`config.mk`:
```
export PLATFORM = sky130hd
export DESIGN_NAME = qep_counter
export DESIGN_NICKNAME = d
export VERILOG_FILES = /design/src/rtl/qep_pkg.sv /design/src/rtl/qep_sync.sv /design/src/rtl/qep_decode.sv /design/src/rtl/qep_position.sv /design/src/rtl/qep_counter.sv
export SDC_FILE = /design/constraint.sdc
export NUM_CORES = 1
export LEC_CHECK = 0
export BUFFER_PORTS_ARGS = -buffer_cell sky130_fd_sc_hd__buf_2
export CAP_MARGIN = 0
export CORE_AREA = 2 2 109 164
export DETAILED_ROUTE_END_ITERATION = 8
export DIE_AREA = 0 0 111 166
export HOLD_SLACK_MARGIN = 0.06
export MAX_ROUTING_LAYER = met4
export SYNTH_ARGS = -nofsm -noshare
export SYNTH_HDL_FRONTEND = slang
export SYNTH_SLANG_ARGS = --single-unit
```
`constraint.sdc`:
```
create_clock -name clk -period 3 [get_ports clk]
set_clock_uncertainty 0.1 [all_clocks]
set_input_delay 0.6 -clock clk [delete_from_list [all_inputs] [get_ports clk]]
set_output_delay 0.6 -clock clk [all_outputs]
set_load 0.03 [all_outputs]
```
`src/rtl/qep_pkg.sv`:
```
// Shared definitions for the quadrature encoder position counter:
// count-source encoding, register offsets and control bit positions.
package qep_pkg;

    typedef enum logic [1:0] {
        SRC_QUAD     = 2'd0,
        SRC_PULSEDIR = 2'd1,
        SRC_UPONLY   = 2'd2,
        SRC_DOWNONLY = 2'd3
    } cnt_src_e;

    localparam int OFS_POS    = 'h00;
    localparam int OFS_LIMIT  = 'h08;
    localparam int OFS_DECODE = 'h28;
    localparam int OFS_MODE   = 'h2A;

    localparam int SRC_LSB       = 14;
    localparam int BOTHEDGE_BIT  = 11;
    localparam int RUN_BIT       = 3;

endpackage

```
`src/rtl/qep_sync.sv`:
```
// Multi-stage synchroniser for a bundle of asynchronous inputs.
// Assumes STAGES >= 2; all stages clear on reset.
module qep_sync #(
    parameter int W      = 2,
    parameter int STAGES = 2
) (
    input  logic         clk,
    input  logic         rst_n,
    input  logic [W-1:0] din,
    output logic [W-1:0] dout
);
    logic [STAGES-1:0][W-1:0] pipe_q;

    // Shift the raw inputs through the synchroniser chain.
    always_ff @(posedge clk) begin
        if (!rst_n) pipe_q <= '0;
        else        pipe_q <= {pipe_q[STAGES-2:0], din};
    end

    assign dout = pipe_q[STAGES-1];
endmodule

```
`src/rtl/qep_decode.sv`:
```
// Edge qualification and direction decode. Compares the synchronised
// (A,B) pair with the previous sample and raises at most one of
// step_up / step_dn per cycle according to the selected count source.
// Assumes a and b are already in the clk domain.
module qep_decode
    import qep_pkg::*;
(
    input  logic     clk,
    input  logic     rst_n,
    input  logic     a,
    input  logic     b,
    input  cnt_src_e src,
    input  logic     both_edges,
    output logic     step_up,
    output logic     step_dn
);
    logic prev_a, prev_b;
    logic a_rise, a_chg, b_chg;

    // Remember the previous synchronised sample.
    always_ff @(posedge clk) begin
        if (!rst_n) begin
            prev_a <= 1'b0;
            prev_b <= 1'b0;
        end else begin
            prev_a <= a;
            prev_b <= b;
        end
    end

    assign a_rise = a & ~prev_a;
    assign a_chg  = a ^ prev_a;
    assign b_chg  = b ^ prev_b;

    // Turn the sample pair into a count event for the active source.
    always_comb begin
        step_up = 1'b0;
        step_dn = 1'b0;
        unique case (src)
            SRC_QUAD: begin
                if (a_chg ^ b_chg) begin
                    if (prev_a ^ b) step_up = 1'b1;
                    else            step_dn = 1'b1;
                end
            end
            SRC_PULSEDIR: begin
                if (a_rise) begin
                    if (b) step_up = 1'b1;
                    else   step_dn = 1'b1;
                end
            end
            SRC_UPONLY:   step_up = both_edges ? a_chg : a_rise;
            SRC_DOWNONLY: step_dn = both_edges ? a_chg : a_rise;
            default: ;
        endcase
    end
endmodule

```
`src/rtl/qep_position.sv`:
```
// Position count and maximum registers. Applies count events with wrap
// at the maximum and at zero, and loads the count from the register port
// only when the value does not exceed the maximum. A load cycle, accepted
// or not, takes priority over a count event.
module qep_position #(
    parameter int DATA_W = 32
) (
    input  logic              clk,
    input  logic              rst_n,
    input  logic              run,
    input  logic              step_up,
    input  logic              step_dn,
    input  logic              wr_pos,
    input  logic              wr_limit,
    input  logic [DATA_W-1:0] wdata,
    output logic [DATA_W-1:0] pos,
    output logic [DATA_W-1:0] limit
);
    // Maximum register: reset to all ones, written from the port.
    always_ff @(posedge clk) begin
        if (!rst_n)        limit <= '1;
        else if (wr_limit) limit <= wdata;
    end

    // Position count: range-checked load, else wrapped counting.
    always_ff @(posedge clk) begin
        if (!rst_n) begin
            pos <= '0;
        end else if (wr_pos) begin
            if (wdata <= limit) pos <= wdata;
        end else if (run) begin
            if (step_up)      pos <= (pos >= limit) ? '0 : pos + 1'b1;
            else if (step_dn) pos <= (pos == '0) ? limit : pos - 1'b1;
        end
    end
endmodule

```
`src/rtl/qep_counter.sv`:
```
// Top of the quadrature encoder position counter. Synchronises the two
// encoder channels, decodes count events, keeps the position and holds
// the decoder-control and module-control words behind a simple register
// port (single-cycle write strobe, combinational read). Assumes DATA_W >= 16.
module qep_counter
    import qep_pkg::*;
#(
    parameter int DATA_W      = 32,
    parameter int ADDR_W      = 8,
    parameter int SYNC_STAGES = 2
) (
    input  logic              clk,
    input  logic              rst_n,
    input  logic              enc_a,
    input  logic              enc_b,
    input  logic              reg_wen,
    input  logic [ADDR_W-1:0] reg_addr,
    input  logic [DATA_W-1:0] reg_wdata,
    output logic [DATA_W-1:0] reg_rdata
);
    localparam logic [ADDR_W-1:0] A_POS    = ADDR_W'(OFS_POS);
    localparam logic [ADDR_W-1:0] A_LIMIT  = ADDR_W'(OFS_LIMIT);
    localparam logic [ADDR_W-1:0] A_DECODE = ADDR_W'(OFS_DECODE);
    localparam logic [ADDR_W-1:0] A_MODE   = ADDR_W'(OFS_MODE);

    logic [1:0]        ab_sync;
    cnt_src_e          src_q;
    logic              both_q, run_q;
    logic              step_up, step_dn;
    logic              wr_pos, wr_limit, wr_decode, wr_mode;
    logic [DATA_W-1:0] pos_q, limit_q;

    assign wr_pos    = reg_wen && (reg_addr == A_POS);
    assign wr_limit  = reg_wen && (reg_addr == A_LIMIT);
    assign wr_decode = reg_wen && (reg_addr == A_DECODE);
    assign wr_mode   = reg_wen && (reg_addr == A_MODE);

    qep_sync #(.W(2), .STAGES(SYNC_STAGES)) u_sync (
        .clk   (clk),
        .rst_n (rst_n),
        .din   ({enc_a, enc_b}),
        .dout  (ab_sync)
    );

    // Decoder-control and module-control fields.
    always_ff @(posedge clk) begin
        if (!rst_n) begin
            src_q  <= SRC_QUAD;
            both_q <= 1'b0;
            run_q  <= 1'b0;
        end else begin
            if (wr_decode) begin
                src_q  <= cnt_src_e'(reg_wdata[SRC_LSB+1:SRC_LSB]);
                both_q <= reg_wdata[BOTHEDGE_BIT];
            end
            if (wr_mode) run_q <= reg_wdata[RUN_BIT];
        end
    end

    qep_decode u_decode (
        .clk        (clk),
        .rst_n      (rst_n),
        .a          (ab_sync[1]),
        .b          (ab_sync[0]),
        .src        (src_q),
        .both_edges (both_q),
        .step_up    (step_up),
        .step_dn    (step_dn)
    );

    qep_position #(.DATA_W(DATA_W)) u_position (
        .clk      (clk),
        .rst_n    (rst_n),
        .run      (run_q),
        .step_up  (step_up),
        .step_dn  (step_dn),
        .wr_pos   (wr_pos),
        .wr_limit (wr_limit),
        .wdata    (reg_wdata),
        .pos      (pos_q),
        .limit    (limit_q)
    );

    // Read multiplexer; unused bits and offsets read as zero.
    always_comb begin
        reg_rdata = '0;
        case (reg_addr)
            A_POS:    reg_rdata = pos_q;
            A_LIMIT:  reg_rdata = limit_q;
            A_DECODE: begin
                reg_rdata[SRC_LSB+1:SRC_LSB] = src_q;
                reg_rdata[BOTHEDGE_BIT]      = both_q;
            end
            A_MODE:   reg_rdata[RUN_BIT] = run_q;
            default:  ;
        endcase
    end
endmodule

```
# After elaboration in Yosys (flattened, before gate mapping)
# Index checks and enable logic that the tools add are counted.
# Widths: inputs -> output; s select.
[classes] add_sub_neg=2 n_mul=0 div=0 magnitude_cmp=2 eq_ne=7 shift=0 mux=25 n_bitwise=6 n_reduce_logical=10
[op_table] operator="$mux 32" count=7
[op_table] operator="$add 32x1->32 const B" count=1
[op_table] operator="$ge 32x32->1" count=1
[op_table] operator="$le 32x32->1" count=1
[op_table] operator="$logic_not 32->1" count=1
[op_table] operator="$pmux 16 s2" count=1
[op_table] operator="$sub 32x1->32 const B" count=1
[op_table] operator="$eq 8x6->1 const B" count=2
[op_table] operator="$pmux 7 s2" count=1
[op_table] operator="$pmux 1 s3" count=4
[op_table] operator="$mux 1" count=9
[op_table] operator="$eq 8x4->1 const B" count=1
[op_table] operator="$logic_not 8->1" count=1
[op_table] operator="$pmux 2 s3" count=1
[op_table] operator="$pmux 3 s2" count=1
[op_table] operator="$eq 2x2->1 const B" count=2
[op_table] operator="$logic_and 1x1->1" count=4
[op_table] operator="$pmux 2 s2" count=1
[op_table] operator="$xor 1x1->1" count=4
[op_table] operator="$reduce_and 3->1" count=1
[op_table] operator="$reduce_bool 3->1" count=1
[op_table] operator="$eq 2x1->1 const B" count=1
[op_table] operator="$logic_not 2->1" count=1
[op_table] operator="$ne 2x2->1 const B" count=1
[op_table] operator="other kinds (3)" count=3
[word_totals] ff_bits=74 latch_bits=0 ramBits=0 romBits=0 input_bits=45 output_inout_bits=32 elab_cells=61 memories=0

# Longest topological paths before layout
# Gate-level depths: netlist (run 1).
[depth] depth_word=8 ltp_mapped=11 ltp_nobuf=9

# Cells and area by module
# A second synthesis (run 1) with hierarchy kept.
[unflattened] cells_unflattened=869 area_unflattened_um2=6856.6
[by_module_without_submodules] module="qep_position" n_inst=1 cells_each=758 area_per_inst_um2=5886.9 seq_area_each_um2=1281.2
[by_module_without_submodules] module="qep_counter" n_inst=1 cells_each=80 area_per_inst_um2=669.4 seq_area_each_um2=80.1
[by_module_without_submodules] module="qep_decode" n_inst=1 cells_each=21 area_per_inst_um2=180.2 seq_area_each_um2=40.0
[by_module_without_submodules] module="qep_sync" n_inst=1 cells_each=10 area_per_inst_um2=120.1 seq_area_each_um2=80.1

# Worst setup path after synthesis (run 1)
# Ideal clock, no wire load.
[synth_path] path_kind="input port to flip-flop" startpoint="input port reg_wdata[14]" endpoint="register u_position.pos[23]" setup_time_ns=0.092 arrival_ns=2.496 required_time_ns=2.808 slack_ns=0.311 cell_stages=10 n_path_buf=2 path_cell_list="ha_1 > a21oi_1 > nand2_1 > a22o_1 > o41a_1 > o31ai_1 > buf_2 > buf_4 > o211ai_1 > o32ai_1"
[synth_via] elab_chain_len=3
[synth_lines] item="start, declared" line_no="qep_counter.sv:18" text="input logic [DATA_W-1:0] reg_wdata,"
[synth_lines] item="$le 32x32->1" line_no="qep_position.sv:30" text="if (wdata <= limit) pos <= wdata;"
[synth_lines] item="$ne 2x2->1 (no line)"
[synth_lines] item="$reduce_and 3->1 (no line)"
[synth_lines] item="end signal, assigned" line_no="qep_position.sv:30"
[synth_lines] item="end signal, assigned" line_no="qep_position.sv:32" text="if (step_up) pos <= (pos >= limit) ? '0 : pos + 1'b1;"
[synth_lines] item="end signal, assigned" line_no="qep_position.sv:33" text="else if (step_dn) pos <= (pos == '0) ? limit : pos - 1'b1;"
[synth_lines] item="end, declared" line_no="qep_position.sv:16" text="output logic [DATA_W-1:0] pos,"
# No other way between the ends.
# A chain may end at the register's enable or synchronous reset.

# Final worst setup path (run 1)
[layout_path] startpoint="register u_decode.prev_a" endpoint="register u_position.pos[13]"
[layout_via] elab_chain_len=7
[layout_lines] item="start, declared" line_no="qep_decode.sv:17" text="logic prev_a, prev_b;"
[layout_lines] item="start signal, assigned" line_no="qep_decode.sv:23" text="prev_a <= 1'b0;"
[layout_lines] item="start signal, assigned" line_no="qep_decode.sv:26" text="prev_a <= a;"
[layout_lines] item="$xor 1x1->1 (tied with other cells)" line_no="qep_decode.sv:42" text="if (prev_a ^ b) step_up = 1'b1;"
[layout_lines] item="$mux 1 (tied with other cells)" line_no="qep_decode.sv:42"
[layout_lines] item="$mux 1, on equally long branches"
[layout_lines] item="$pmux 1 s3" line_no="qep_decode.sv:39" text="unique case (src)"
[layout_lines] item="$mux 32" line_no="qep_position.sv:32"
[layout_lines] item="$mux 32" line_no="qep_position.sv:31" text="end else if (run) begin"
[layout_lines] item="$mux 32" line_no="qep_position.sv:29" text="end else if (wr_pos) begin"
# Parallel ways exist; a longest one is shown, timed or not. The select of a mux whose other input is x is not followed.

==> impl_metrics.ini, run 1 <==
[detailed_routing]
vias_per_cell = 5.989
post-route-drc-count = 0
drt-pass1-iter-count = 5
drtIter0Drc = 467
wire_per_inst_um = 19.72
routed_wl_mm = 23.55
num_vias = 7151
ant_nets = 0

[synth]
synth_ff_type = dfxtp_1
yosysWarnings = 0
synthAdderAreaFrac_pct = 12.63
postSynth.asyncResetShare_pct = 0
ys_top_cells_by_area = dfxtp_1 22%, ha_1 13%, nand2_1 5.7%, o211ai_1 5.7%, xnor2_1 4.9%
synth-edff-count = 0
ys_seq_area_share_pct = 21.98
synth-simple-area-share_pct = 23.45
synthesis.instances = 882
synth.avg_cell_area_sq_um = 7.641
synthMuxAreaShare_pct = 0.8912
yosysMostFrequentCell = nand2_1
ys_seq_elements = 74
synth.distinct_cells = 64
yosys.area_share.xor_xnor_pct = 6.573
synthTopCellsByCount = 103 x nand2_1, 74 x dfxtp_1, 68 x ha_1, 55 x inv_1, 51 x o211ai_1
synth_area_sq_mm = 0.006739
syn_nets = 995
synth.top_cell.area_share_pct = 21.98
post-synth-top-area-cell = dfxtp_1
synth_compound_gate_area_share_pct = 26.05
synth_top_family_by_area = compound AO/OA/AOI/OAI gates

[cells_and_area]
multiInputGateArea_sq_mm = 0.004732
design_area_sq_mm = 0.008150
ff_latch_area_sq_mm = 0.001483
nets = 1089
drive_gt1_share_pct = 20.39
final_cells = 1194
fillers = 1702
antenna_cells = 0
areaGrowthSynthToFinish_pct = 20.94

[die]
die_h_um = 166
die_x_um = 111
dieArea_sq_mm = 0.01843
core_sq_mm = 0.01705
start_util_pct = 39.52
io_pins = 77
rows = 59

[critical_path]
r2r_start = u_decode.prev_a
crit_fanout = 11
cp-endpoint = u_position.pos[13]
regToRegEndpoint = u_position.pos[13]
startpoint = u_decode.prev_a
reg2reg_depth = 10
startpoint_type = flip-flop
cp-end-kind = flip-flop
worstPathArrival_ps = 3030
cp.required_ps = 3170
worst-setup-path-type = reg2reg
regToRegSetupSlack_ps = 140

[pwr]
swShare_pct = 25.79
ir_drop_mv = 0.2140
total_power_mw = 2.608
seq_power_share_pct = 38.0
p_comb_share_pct = 11.7
switching_power_mw = 0.6724
clkPwrFrac_pct = 50.2
internal_power_mw = 1.935
p_per_area_mw_per_mm2 = 320.0
power_leakage_nw = 3.752

[grt]
grt_remaining_overflow = 0
grt_pass1_vias = 6821
grt_max_degree = 63
grt_use_total_pct = 25.78
grt_antenna_before_repair = 0
grt_pass1_wl_mm = 37.09

[sta]
hold_viol_final = 0
fmax_mhz = 349.8
period_share_pct = 95.29
drv_slew = 0
slew_headroom_pct = 50.53
min_period_ps = 2859
setup_violations = 0
setup_tns_ps = 0
worst_pin_slew_ps = 735.3
fin_ws_ps = 141.2

[clock_tree]
path_clk_slew_ps = 70
htree_levels = 3
cts_tree = built
cts_sinks = 74
cts_buffers = 9
root_buffer = clkbuf_16
clk_path_buf_depth = 2
clk_latency_ps = 350

[place]
place_area_sq_mm = 0.007725
routabilityCongestion = 0.9288
post-place-ws_ps = -109.2
place_inst = 1173
place_hpwl_mm = 17.72
numPortBuffers = 76

[min_path]
hold_path_class = reg2reg

[flow_run]
drv_cap = 0

[outcome]
status = completed
==> registers in the layout, indices dropped and copies added, names as in the netlist <==
signal and count:
u_sync.dout 2, both_q 1, u_decode.prev_a 1, u_decode.prev_b 1
run_q 1, u_position.pos 32, src_q 2, u_sync.pipe_q 2
u_position.limit 32
==> worst min-delay path by stage <==
stage | cells past startpoint | from | endpoint
after global placement | 1 | u_sync.pipe_q[1] | u_sync.dout[1]
final | 1 | u_sync.pipe_q[1] | u_sync.dout[1]
after floorplan | 1 | u_sync.pipe_q[0] | u_sync.dout[0]
after detailed placement | 1 | u_sync.pipe_q[1] | u_sync.dout[1]
after global routing | 2 | enc_a | u_sync.pipe_q[1]
after CTS | 1 | u_sync.pipe_q[1] | u_sync.dout[1]
==> power by group through the flow <==
stage / clock, mW / combinational [mW] / sequential (mW)
6_report: 1.31 / 0.306 / 0.992
5_1_grt: 1.36 / 0.330 / 0.992
4_1_cts: 1.32 / 0.298 / 0.992
3_5_place_dp: 0 / 0.296 / 1.01
3_3_place_gp: 0 / 0.295 / 1.01
2_1_floorplan: 0 / 0.167 / 1.01
==> final cells by class <==
class | count | area share [%]
Sequential cell | 74 | 18.19
Inverter | 55 | 2.533
Clock inverter | 7 | 1.520
Clock buffer | 9 | 2.763
Multi-Input combinational cell | 673 | 58.06
Timing Repair Buffer | 163 | 13.66
Tap cell | 213 | 3.270
==> cell usage in the layout, fill, tap and decap left out, types with 4 or more instances in the layout <==
| master | n |
|---|---|
| o32ai_1 | 9 |
| buf_4 | 81 |
| clkbuf_16 | 10 |
| o221ai_1 | 4 |
| buf_12 | 5 |
| nand2_1 | 103 |
| nand2b_1 | 5 |
| ha_1 | 68 |
| a211oi_1 | 39 |
| a32o_1 | 5 |
| o21ai_0 | 28 |
| mux2i_1 | 6 |
| o211ai_1 | 51 |
| nor2b_1 | 4 |
| and2_1 | 8 |
| and4_1 | 5 |
| o22ai_1 | 11 |
| dfxtp_1 | 73 |
| buf_2 | 76 |
| xnor2_1 | 38 |
| inv_1 | 55 |
| and3_1 | 7 |
| nand4_1 | 27 |
| nor2_1 | 47 |
| nand3_1 | 31 |
| a31oi_1 | 6 |
| a22o_1 | 29 |
| nor3_1 | 29 |
| nor4_1 | 17 |
| xor2_1 | 10 |
| a21oi_1 | 35 |
| or3_1 | 5 |
==> metrics by stage <==
step           hold slack [ps]  utilization, %
2_1_floorplan            311.9               -
3_3_place_gp             316.5           45.30
3_5_place_dp             321.0           45.30
4_1_cts                  337.0           47.35
5_1_grt                  345.0           47.80
6_report                 333.8           47.80
==> repair_timing <==
| action | 4_1_cts | 5_1_grt |
|---|---|---|
| hold buffers | 0 | 0 |
| resized for setup | 0 | 4 |
| setup endpoints to repair | 0 | 15 |
| setup buffers | 0 | 4 |
==> logic make-up after synthesis <==
group	Yosys count
simple gates	308
compound gates	242
buf+inv	135
flops	74
fa+ha+maj	68
xor+xnor	49
mux	6
==> worst max-delay path, stage by stage (launching register included) <==
cell,delay [ps]
dfxtp_2,340
inv_1,40
ha_1,340
xnor2_1,160
or4_1,470
a41oi_4,270
o211ai_1,190
a21oi_4,210
buf_12,160
or4bb_1,410
o221ai_1,80
==> layer usage <==
layer	vias to the layer above	wire [um]	global-route usage, %
met1	3374	9240	29.28
li1	3469	-	-
met2	247	11910	43.88
met5	-	0	-
met3	61	1211	3.467
met4	0	1192	13.70
No activity file was read; power rests on OpenSTA's default activity.
==> run 2, diff against run 1 <==
--- a/config.mk
+++ b/config.mk
@@ -8,6 +8,7 @@
 export BUFFER_PORTS_ARGS = -buffer_cell sky130_fd_sc_hd__buf_2
 export CAP_MARGIN = 0
 export CORE_AREA = 2 2 109 164
+export CTS_BUF_LIST = sky130_fd_sc_hd__clkbuf_4
 export DETAILED_ROUTE_END_ITERATION = 8
 export DIE_AREA = 0 0 111 166
 export HOLD_SLACK_MARGIN = 0.06
==> impl_metrics.ini, run 2 (synthesis gave the netlist of run 1 again) <==
[outcome]
status = completed

[critical_path]
worstPathArrival_ps = 3210
startpoint_type = flip-flop
cp_slowest_stage_delay_ps = 440
crit_buf_inv = 2
crit_chain = inv_1 > ha_1 > xnor2_1 > or4_4 > a41oi_4 > o211ai_1 > a21oi_4 > buf_12 > or4bb_1 > o221ai_1
crit_family = simple AND/OR/NAND/NOR gates
worst-setup-path-type = reg2reg
crit_fanout = 11
cp-end-kind = flip-flop
cp.required_ps = 3320
regToRegSetupSlack_ps = 110
slowest_stage = or4_4

[detailed_routing]
num_vias = 7139
vias_per_cell = 5.969
drtIter0Drc = 362
routed_wl_mm = 23.52
drt-pass1-iter-count = 5
post-route-drc-count = 0
ant_nets = 0
wire_per_inst_um = 19.67

[place]
post-place-ws_ps = -109.2
place_hpwl_mm = 17.72
routabilityCongestion = 0.9288
numPortBuffers = 76
place_area_sq_mm = 0.007725

[cells_and_area]
multiInputGateArea_sq_mm = 0.004736
top_regs = u_position.limit: 32 flops, u_position.pos: 32 flops
mostFrequentLayoutCells = 103 x nand2_1, 81 x buf_4, 76 x buf_2
fillers = 1721
drive_gt1_share_pct = 20.57
ff_latch_area_sq_mm = 0.001483
nets = 1090
fin_util_pct = 47.02
design_area_sq_mm = 0.008019
layout_commonest_cell = nand2_1
areaGrowthSynthToFinish_pct = 18.99

[clock_tree]
clk_latency_ps = 490
cts_hold_buffers = 0
cts_tree = built
path_clk_slew_ps = 150
clk_path_buf_depth = 2
root_buffer = clkbuf_4
htree_levels = 3
cts_sinks = 74
cts_buffers = 9

[die]
dieArea_sq_mm = 0.01843
io_pins = 77
die_x_um = 111
rows = 59
start_util_pct = 39.52
core_sq_mm = 0.01705
die_h_um = 166

[sta]
worst_pin_slew_ps = 726.0
setup_violations = 0
fin_ws_ps = 110.8
drv_slew = 0
hold_viol_final = 0
min_period_ps = 2889
slew_headroom_pct = 51.15
hold-worst-slack_ps = 206.0
fmax_mhz = 346.1
period_share_pct = 96.31

[grt]
grt_remaining_overflow = 0
grt_max_degree = 63
grt_antenna_before_repair = 1
grt_pass1_vias = 6801
grt_use_total_pct = 25.68
grt_pass1_wl_mm = 36.83

[pwr]
power_leakage_nw = 3.692
p_per_area_mw_per_mm2 = 270.9
ir_drop_mv = 0.1752
total_power_mw = 2.172

[flow_run]
drv_cap = 0

[min_path]
hold_path_class = in2reg
run 2: worst register-to-register path, cell delays in order (launching register included):
cell and delay [ps]:
dfxtp_2 370, inv_1 40, ha_1 340, xnor2_1 160
or4_4 440, a41oi_4 250, o211ai_1 200, a21oi_4 250
buf_12 180, or4bb_1 410, o221ai_1 80
run 2: routing by layer:
layer  wire length [um]  part of all wire (%)  track usage (%)
met2              11700                    50            43.45
met1               9169                    39            29.02
met4               1346                   5.7            14.08
met5                  0                     0                -
met3               1307                   5.6            3.759
run 2: per-stage QoR:
stage / TNS, ps / instances
2_1_floorplan: 0 / 882
3_3_place_gp: -128.6 / 1173
3_5_place_dp: -1058 / 1173
4_1_cts: 0 / 1189
5_1_grt: -42.73 / 1196
6_report: 0 / 1196
run 2: repair_timing:
action / in CTS / in global routing
setup endpoints to repair: 0 / 18
buffers inserted: 0 / 5
resized for setup: 0 / 6
run 2: layout make-up:
class                      instances  share of cell area [%]
multi-input combinational        673                   59.06
sequential                        74                   18.49
tap                              213                   3.323
inverter                          55                   2.575
clock buffer                       9                  0.8426
timing repair buffer             164                   14.14
antenna                            1                 0.03121
clock inverter                     7                   1.545
run 2: path summary, 6_finish.rpt:
kind,end,startpoint,cells past startpoint
setup reg to reg,u_position.pos[13],u_decode.prev_a,10
hold reg to reg,u_sync.dout[1],u_sync.pipe_q[1],1
hold / removal,u_sync.pipe_q[1],enc_a,2
setup / recovery,u_position.pos[13],u_decode.prev_a,10
run 2: report_power, final:
group / internal (mW) / switching, mW
Sequential: 0.988 / 0.00449
Clock: 0.430 / 0.441
Combinational: 0.128 / 0.181
Total: 1.55 / 0.626
==> run 3, diff against run 2 <==
==> constraint.sdc (replaced) <==
create_clock -name clk -period 3.05 [get_ports clk]
set_clock_uncertainty 0.1 [all_clocks]
set_input_delay 0.61 -clock clk [delete_from_list [all_inputs] [get_ports clk]]
set_output_delay 0.61 -clock clk [all_outputs]
set_load 0.03 [all_outputs]
==> impl_metrics.ini, run 3 (synthesis gave the netlist of run 1 again) <==
[sta]
worst_pin_slew_ps = 804.9
slew_headroom_pct = 46.14
hold_viol_final = 0
min_period_ps = 2889
setup_violations = 0
fmax_mhz = 346.2
period_share_pct = 94.71
rsz0062_at_grt = no
setup_tns_ps = 0
drv_slew = 0

[detailed_routing]
drt-pass1-iter-count = 5
num_vias = 7059
routed_wl_mm = 23.17
wire_per_inst_um = 19.57
drtIter0Drc = 511
vias_per_cell = 5.962
post-route-drc-count = 0
ant_nets = 0

[cells_and_area]
nets = 1078
final_cells = 1184
areaGrowthSynthToFinish_pct = 16.08
fillers = 1732
fin_util_pct = 45.87
layout_commonest_cell = nand2_1
drive_gt1_share_pct = 19.07
top_regs = u_position.limit: 32 flops, u_position.pos: 32 flops
design_area_sq_mm = 0.007823
mostFrequentLayoutCells = 103 x nand2_1, 76 x buf_2, 74 x dfxtp_1
multiInputGateArea_sq_mm = 0.004723
ff_latch_area_sq_mm = 0.001481

[clock_tree]
htree_levels = 3
cts_tree = built
clk_path_buf_depth = 2
cts_buffers = 9
clk_latency_ps = 480
cts_hold_buffers = 0
root_buffer = clkbuf_4
cts_sinks = 74
path_clk_slew_ps = 150

[min_path]
worstHoldStart = enc_a
hold_path_class = in2reg

[outcome]
status = completed

[flow_run]
drv_cap = 0

[grt]
grt_remaining_overflow = 0
grt_use_total_pct = 25.67
grt_pass1_vias = 6723
grt_max_degree = 63
grt_antenna_before_repair = 1
grt_pass1_wl_mm = 37.12

[die]
die_x_um = 111
io_pins = 77
rows = 59
die_h_um = 166
start_util_pct = 39.52
dieArea_sq_mm = 0.01843
core_sq_mm = 0.01705

[place]
place_hpwl_mm = 17.52
place_inst = 1164
numPortBuffers = 76
routabilityCongestion = 0.9061
place_area_sq_mm = 0.007645

[pwr]
p_per_area_mw_per_mm2 = 246.3
ir_drop_mv = 0.1449
power_leakage_nw = 3.583
total_power_mw = 1.927

[critical_path]
startpoint_type = flip-flop
r2r_start = u_decode.prev_a
crit_fanout = 7
cp-end-kind = flip-flop
worst-setup-path-type = reg2reg
startpoint = u_decode.prev_a
worstPathArrival_ps = 3150
cp.required_ps = 3310
-- run 3: changes by cell type in the layout (fill, tap and decap cells not counted), sizes merged --
cell      before  now
bufinv         3    1
buf          163  152
clkinv         0    3
inv           58   55
clkinvlp       1    3
clkbuf        10    9
-- run 3: final cells by class --
type | instances | share of cell area, %
clock buffer | 9 | 0.8637
clock inverter | 7 | 0.8957
tap | 213 | 3.407
timing repair buffer | 152 | 12.84
sequential | 74 | 18.94
inverter | 55 | 2.639
antenna | 1 | 0.03199
multi-input combinational | 673 | 60.38
-- run 3: metrics by stage --
stage	hold slack [ps]	worst slack, ps
floorplan	311.9	351.0
global placement	318.5	23.86
detailed placement	323.0	-80.74
CTS	218.6	56.83
global route	225.8	58.79
finish	216.7	161.3
-- run 3: worst paths after layout --
path                        to  slack (ps)  depth (start not counted)
max          u_position.pos[2]         160                         10
min           u_sync.pipe_q[1]         220                          2
max reg2reg  u_position.pos[2]         160                         10
min reg2reg     u_sync.dout[1]         350                          1
-- run 3: routing by layer --
layer	track usage (%)	vias up	share of wire (%)
met5	-	-	0
met4	9.891	0	3.2
met3	3.029	44	4.8
met2	44.73	234	52
met1	30.07	3339	40
li1	-	3442	-
-- run 3: timing repair --
| item | CTS | global route |
|---|---|---|
| setup endpoints to repair | 0 | 8 |
| setup buffers | 0 | 3 |
| gates resized for setup | 0 | 2 |
-- run 3: critical path: stages, from the launching register on --
cell      delay, ps
dfxtp_1         380
inv_1            50
ha_1            320
xnor2_1         150
or4_1           450
a41oi_4         240
buf_4           220
nor2_1          200
a32o_1          290
a311oi_1        240
o21ai_0         120
-- run 3: where the power goes --
part	internal, mW	leakage (nW)	switching (mW)	total, mW
combinational	0.114	2.92	0.172	0.286
sequential	0.972	0.598	0.00432	0.976
clock	0.246	0.0656	0.419	0.665
